File: src/rtl/lcd_scan_pkg.sv
package lcd_scan_pkg;
  localparam int ROWS_MAX = 34;
  localparam int IDX_W    = $clog2(ROWS_MAX + 1);
  localparam int RATE_A   = 17;
  localparam int RATE_B   = 26;
  localparam int RATE_C   = 34;
  localparam int ICON_ROWS = 2;

  typedef struct packed {
    logic [IDX_W-1:0] nrows;
    logic             icon;
  } scan_cfg_t;

  function automatic scan_cfg_t decode_cfg(input logic [1:0] code, input logic icon);
    scan_cfg_t c;
    c.icon = icon;
    if (icon)
      c.nrows = IDX_W'(ICON_ROWS);
    else begin
      case (code)
        2'd0:    c.nrows = IDX_W'(RATE_A);
        2'd1:    c.nrows = IDX_W'(RATE_B);
        default: c.nrows = IDX_W'(RATE_C);
      endcase
    end
    return c;
  endfunction
endpackage

File: src/rtl/scan_prescaler.sv
module scan_prescaler #(
  parameter int DIV = 4
) (
  input  logic clk,
  input  logic rst,
  input  logic run,
  input  logic tick,
  input  logic active,
  input  logic slow,
  output logic step
);
  localparam int CW = $clog2(DIV + 1);
  logic [CW-1:0] cnt;

  assign step = tick && (!active || !slow || cnt == CW'(DIV - 1));

  always_ff @(posedge clk) begin
    if (rst || !run || step)
      cnt <= '0;
    else if (tick)
      cnt <= cnt + 1'b1;
  end

  AST_CNT_BOUND: assert property (@(posedge clk) disable iff (rst)
    cnt < CW'(DIV)) else $error("prescaler overflow");
endmodule

File: src/rtl/scan_sequencer.sv
module scan_sequencer
  import lcd_scan_pkg::*;
(
  input  logic             clk,
  input  logic             rst,
  input  logic             run,
  input  logic             step,
  input  scan_cfg_t        cfg_in,
  output scan_cfg_t        cfg,
  output logic             active,
  output logic [IDX_W-1:0] idx,
  output logic             frame_q,
  output logic             nxt_active,
  output logic [IDX_W-1:0] nxt_idx
);
  logic             nxt_frame;
  logic             load;
  logic [IDX_W:0]   idx_plus2;
  logic             past_end;
  logic             last_row;

  assign idx_plus2 = {1'b0, idx} + (IDX_W+1)'(2);
  assign past_end  = idx_plus2 >= {1'b0, cfg.nrows};
  assign last_row  = idx[0] && past_end;

  always_comb begin
    nxt_active = active;
    nxt_idx    = idx;
    nxt_frame  = 1'b0;
    load       = 1'b0;
    if (!run) begin
      nxt_active = 1'b0;
      nxt_idx    = '0;
    end else if (step) begin
      if (!active || last_row) begin
        load       = 1'b1;
        nxt_active = 1'b1;
        nxt_idx    = '0;
        nxt_frame  = 1'b1;
      end else if (!idx[0] && past_end) begin
        nxt_idx = IDX_W'(1);
      end else begin
        nxt_idx = idx_plus2[IDX_W-1:0];
      end
    end
  end

  always_ff @(posedge clk) begin
    if (rst) begin
      active  <= 1'b0;
      idx     <= '0;
      frame_q <= 1'b0;
      cfg     <= decode_cfg(2'd0, 1'b0);
    end else begin
      active  <= nxt_active;
      idx     <= nxt_idx;
      frame_q <= nxt_frame;
      if (load)
        cfg <= cfg_in;
    end
  end

  AST_IDX_IN_RANGE: assert property (@(posedge clk) disable iff (rst)
    active |-> idx < cfg.nrows) else $error("row index out of range");
  AST_HOLD_NO_STEP: assert property (@(posedge clk) disable iff (rst)
    (run && !step && active) |=> $stable(idx)) else $error("moved without step");
  AST_ICON_TWO_ROWS: assert property (@(posedge clk) disable iff (rst)
    (active && cfg.icon) |-> idx <= IDX_W'(1)) else $error("icon row out of range");
  AST_CFG_AT_FRAME: assert property (@(posedge clk) disable iff (rst)
    !frame_q |-> $stable(cfg)) else $error("config changed mid-frame");
endmodule

File: src/rtl/row_driver.sv
module row_driver
  import lcd_scan_pkg::*;
(
  input  logic             clk,
  input  logic             rst,
  input  logic             nxt_active,
  input  logic [IDX_W-1:0] nxt_idx,
  output logic [ROWS_MAX-1:0] row_sel
);
  for (genvar i = 0; i < ROWS_MAX; i++) begin : g_row
    always_ff @(posedge clk) begin
      if (rst)
        row_sel[i] <= 1'b0;
      else
        row_sel[i] <= nxt_active && (nxt_idx == IDX_W'(i));
    end
  end

  AST_ROW_ONEHOT: assert property (@(posedge clk) disable iff (rst)
    $onehot0(row_sel)) else $error("multiple rows selected");
endmodule

File: src/rtl/lcd_row_scan.sv
module lcd_row_scan
  import lcd_scan_pkg::*;
#(
  parameter int ICON_DIV = 4
) (
  input  logic                clk,
  input  logic                rst,
  input  logic                tick,
  input  logic [1:0]          mux_code,
  input  logic                icon_mode,
  input  logic                power_down,
  input  logic                disp_en,
  output logic [ROWS_MAX-1:0] row_sel,
  output logic [IDX_W-1:0]    row_idx,
  output logic                row_valid,
  output logic                frame_start
);
  logic             run;
  logic             step;
  logic             active;
  logic             frame_q;
  logic             nxt_active;
  logic [IDX_W-1:0] nxt_idx;
  logic [IDX_W-1:0] idx;
  scan_cfg_t        cfg;
  scan_cfg_t        cfg_in;

  assign run    = !power_down && disp_en;
  assign cfg_in = decode_cfg(mux_code, icon_mode);

  scan_prescaler #(.DIV(ICON_DIV)) u_pre (
    .clk(clk), .rst(rst), .run(run), .tick(tick),
    .active(active), .slow(cfg.icon), .step(step)
  );

  scan_sequencer u_seq (
    .clk(clk), .rst(rst), .run(run), .step(step), .cfg_in(cfg_in),
    .cfg(cfg), .active(active), .idx(idx), .frame_q(frame_q),
    .nxt_active(nxt_active), .nxt_idx(nxt_idx)
  );

  row_driver u_drv (
    .clk(clk), .rst(rst), .nxt_active(nxt_active), .nxt_idx(nxt_idx),
    .row_sel(row_sel)
  );

  assign row_idx     = idx;
  assign row_valid   = active;
  assign frame_start = frame_q;

  AST_DARK_WHEN_OFF: assert property (@(posedge clk) disable iff (rst)
    !run |=> (row_sel == '0 && !row_valid && !frame_start)) else $error("driven while off");
  AST_FRAME_AT_ZERO: assert property (@(posedge clk) disable iff (rst)
    frame_start |-> (row_sel[0] && row_idx == '0)) else $error("frame start not at row 0");
endmodule

File: config.mk
export PLATFORM = sky130hd
export DESIGN_NAME = lcd_row_scan
export DESIGN_NICKNAME = d
export VERILOG_FILES = /design/src/rtl/lcd_scan_pkg.sv /design/src/rtl/scan_prescaler.sv /design/src/rtl/scan_sequencer.sv /design/src/rtl/row_driver.sv /design/src/rtl/lcd_row_scan.sv
export SDC_FILE = /design/constraint.sdc
export NUM_CORES = 1
export LEC_CHECK = 0
export BUFFER_PORTS_ARGS = -buffer_cell sky130_fd_sc_hd__buf_2
export CAP_MARGIN = 20
export CORE_MARGIN = 2
export CORE_UTILIZATION = 25
export CTS_CLUSTER_DIAMETER = 200
export CTS_CLUSTER_SIZE = 40
export DETAILED_ROUTE_END_ITERATION = 10
export PLACE_DENSITY = 0.49
export SETUP_SLACK_MARGIN = 0.3
export SYNTH_ARGS = -nofsm -noshare
export SYNTH_HDL_FRONTEND = slang
export SYNTH_SLANG_ARGS = --single-unit
File: constraint.sdc
create_clock -name clk -period 6 [get_ports clk]
set_clock_uncertainty 0.1 [all_clocks]
set_input_delay 0.3 -clock clk [delete_from_list [all_inputs] [get_ports clk]]
set_output_delay 0.3 -clock clk [all_outputs]
set_load 0.02 [all_outputs]
==> results_dict.tcl <==
set metrics [dict create \
    portBuffers 49 \
    coreArea_um2 8130 \
    reg2reg_depth 10 \
    yosys-top-cells-area "dfxtp_1 49%, nor3_1 6.0%, ha_1 4.8%, nor2_1 4.5%, nand3_1 2.2%" \
    antenna_left 0 \
    cap_viol_max_count 0 \
    syn_area_um2 2080 \
    required_ns 6.07 \
    rr_endpoint "u_drv.row_sel[32]$_SDFF_PP0_" \
    grt.overflow.total 0 \
    synth_most_common_cell "dfxtp_1" \
    root_buffer "clkbuf_8" \
    io_pins 50 \
    synth_commonest_cells "51 x dfxtp_1, 25 x nor2_1, 25 x nor3_1" \
    fmax_mhz 267 \
    cts_resized 0 \
    cp-start-kind "register" \
    cts.sinks 51 \
    ys.flop_type "dfxtp_1" \
    synth_seq_area_share_pct 49.0 \
    cp-endpoint "u_drv.row_sel[32]$_SDFF_PP0_" \
    dp_hpwl_um 3860 \
    path_max_fanout 12 \
    fillers 857 \
    regArea_um2 1020 \
    setup_viol 0 \
    die_y_um 95.3 \
    leakage_uw 0.00102 \
    multi_input_area_um2 975 \
    nNetsFinal 280 \
    fin_setup_tns_ns 0 \
    rows 33 \
    rsz0062_at_grt "false" \
    arrival_ns 3.81 \
    clk_latency_ns 0.31 \
    cts_tree "yes" \
    antenna_found_initial 0 \
    holdBufCountCts 0 \
    r2r-start "u_seq.idx[2]$_SDFF_PP0_" \
    die_w_um 95.3 \
    cts_max_level 2 \
    worst_ir_drop_vdd_uv 134 \
    grt_usage_pct 12.0 \
    syn-num-nets 235 \
    via_per_inst 4.70 \
    drive_gt1_share_pct 26.4 \
    hold_violations 0 \
    end_kind "register" \
    max-slew-margin-rel_pct 46.3 \
    maxSlewViolCount 0 \
    synthCells 219 \
    cts_setup_buffers 0 \
    drt_iter0_drc 78 \
    period_needed_ns 3.75 \
    grt_max_degree 18 \
    wl_um 5200 \
    cts.clk_slew.worst_paths_ns 0.10 \
    grt_pass1_wl_um 8400 \
    first_pass_iters 4 \
    crit_start "u_seq.idx[2]$_SDFF_PP0_" \
    n_antenna_cell 0 \
    hold_path_class "input pin to register" \
    gp_congestion 0.808 \
    start_util_pct 25.6 \
    outcome "finished, final reports clean" \
    power_uw 617 \
    grt_pass1_vias 1677 \
    async_flop_share_pct 0 \
    areaGrowthSynthToFinish_pct 21.1 \
    powerDensity_nw_per_um2 245 \
    utilization_pct 31.0 \
    ys_warn_count 0 \
    die_area_um2 9070 \
    synth-seq-cells 51 \
    clockBufferDepth 2 \
    drc 0 \
    vias 1738 \
    crit_type "register to register" \
    synth.top_cell.area_share_pct 49.0 \
    cts_inserted_buffers 5 \
    yosys.area.top_type "dfxtp_1" \
    finalCritPeriodShare_pct 62.5 \
    ys_types 50 \
    synth_edf_count 0 \
    regToRegSetupSlack_ns 2.25 \
    post_drt_wl_per_cell_um 14.1 \
    worstMarginPinSlew_ns 0.800 \
    avgSynthCellArea_um2 9.51 \
]
worst max-delay path: stages (launching register included):
cell and delay [ns]:
dfxtp_1 0.47, ha_1 0.29, and3_1 0.22, xor2_1 0.15, ha_1 0.25, and2_4 0.17, a221o_1 0.33, a31oi_2 0.50
a211oi_1 0.32, a211oi_2 0.63, nor4_1 0.16
metrics by stage:
stage                     area (um2)  hold WS, ns  std cells  setup WS [ns]
after global placement          2410        0.349        362           2.36
after floorplan                 2080        0.336        219           2.96
after global routing            2520        0.148        370           2.02
after CTS                       2520        0.147        370           2.24
final                           2520        0.148        370           2.25
after detailed placement        2410        0.359        362           2.31
layer usage:
| layer | routed length, um | vias up | track usage [%] |
|---|---|---|---|
| li1 | - | 878 | - |
| met1 | 2350 | 820 | 15.1 |
| met2 | 2570 | 34 | 20.8 |
| met3 | 219 | 6 | 2.06 |
| met4 | 72 | 0 | 3.99 |
| met5 | 0 | - | 0 |
worst min-delay path by stage:
stage                                         start                        end  slack [ns]  cells after the start
after floorplan           u_seq.cfg[5]$_SDFFE_PP1P_  u_seq.cfg[5]$_SDFFE_PP1P_        0.34                      1
after global placement    u_seq.cfg[5]$_SDFFE_PP1P_  u_seq.cfg[5]$_SDFFE_PP1P_        0.35                      1
after detailed placement  u_seq.cfg[5]$_SDFFE_PP1P_  u_seq.cfg[5]$_SDFFE_PP1P_        0.36                      1
after CTS                                       rst  u_seq.cfg[6]$_SDFFE_PP0P_        0.15                      2
after global routing                            rst  u_seq.cfg[0]$_SDFFE_PP0P_        0.15                      2
final                                           rst  u_seq.cfg[0]$_SDFFE_PP0P_        0.15                      2
report_power, final:
part	total [uW]	leakage, uW	switching [uW]	internal, uW
Combinational	28.5	0.000553	19.1	9.46
Clock	247	0.0000548	121	126
Sequential	342	0.000411	1.49	341
Total	617	0.00102	141	476
registers in the layout, indices dropped and copies added, names as in the netlist:
register / cells
u_pre.cnt: 3
u_drv.row_sel: 34
u_seq.cfg: 6
u_seq.frame_q: 1
u_seq.active: 1
u_seq.idx: 6
area by class of cell:
type,instances,area share [%]
Clock inverter,3,1.84
Multi-Input combinational cell,148,38.7
Tap cell,105,5.21
Timing Repair Buffer,49,9.73
Sequential cell,51,40.5
Clock buffer,5,2.73
Inverter,9,1.34
kinds of logic (layout without fill, tap and decap cells):
family / count (synthesis) / after routing / synth area share (%)
adder cells (fa/ha/maj): 8 / 8 / 4.81
AND/OR/NAND/NOR: 92 / 92 / 22.8
flip-flops: 51 / 51 / 49.0
XOR/XNOR: 6 / 6 / 2.52
buffers and inverters: 20 / 66 / 4.15
multiplexers: 1 / 1 / 0.481
AO/OA/AOI/OAI: 41 / 41 / 16.2
cell usage in the layout (no fill, tap or decap), drive strengths merged, types with 3 or more instances in the layout:
cell    count
inv        10
ha          8
clkbuf      5
a211oi      5
nand2b      6
buf        49
nor2b       3
a21oi       9
xnor2       4
nand3       9
and2        3
a31oi       5
nand4       3
nand2       6
nor2       25
dfxtp      51
nor4        4
nor3       25
a211o       4
Power figures use the tool's default switching activity.
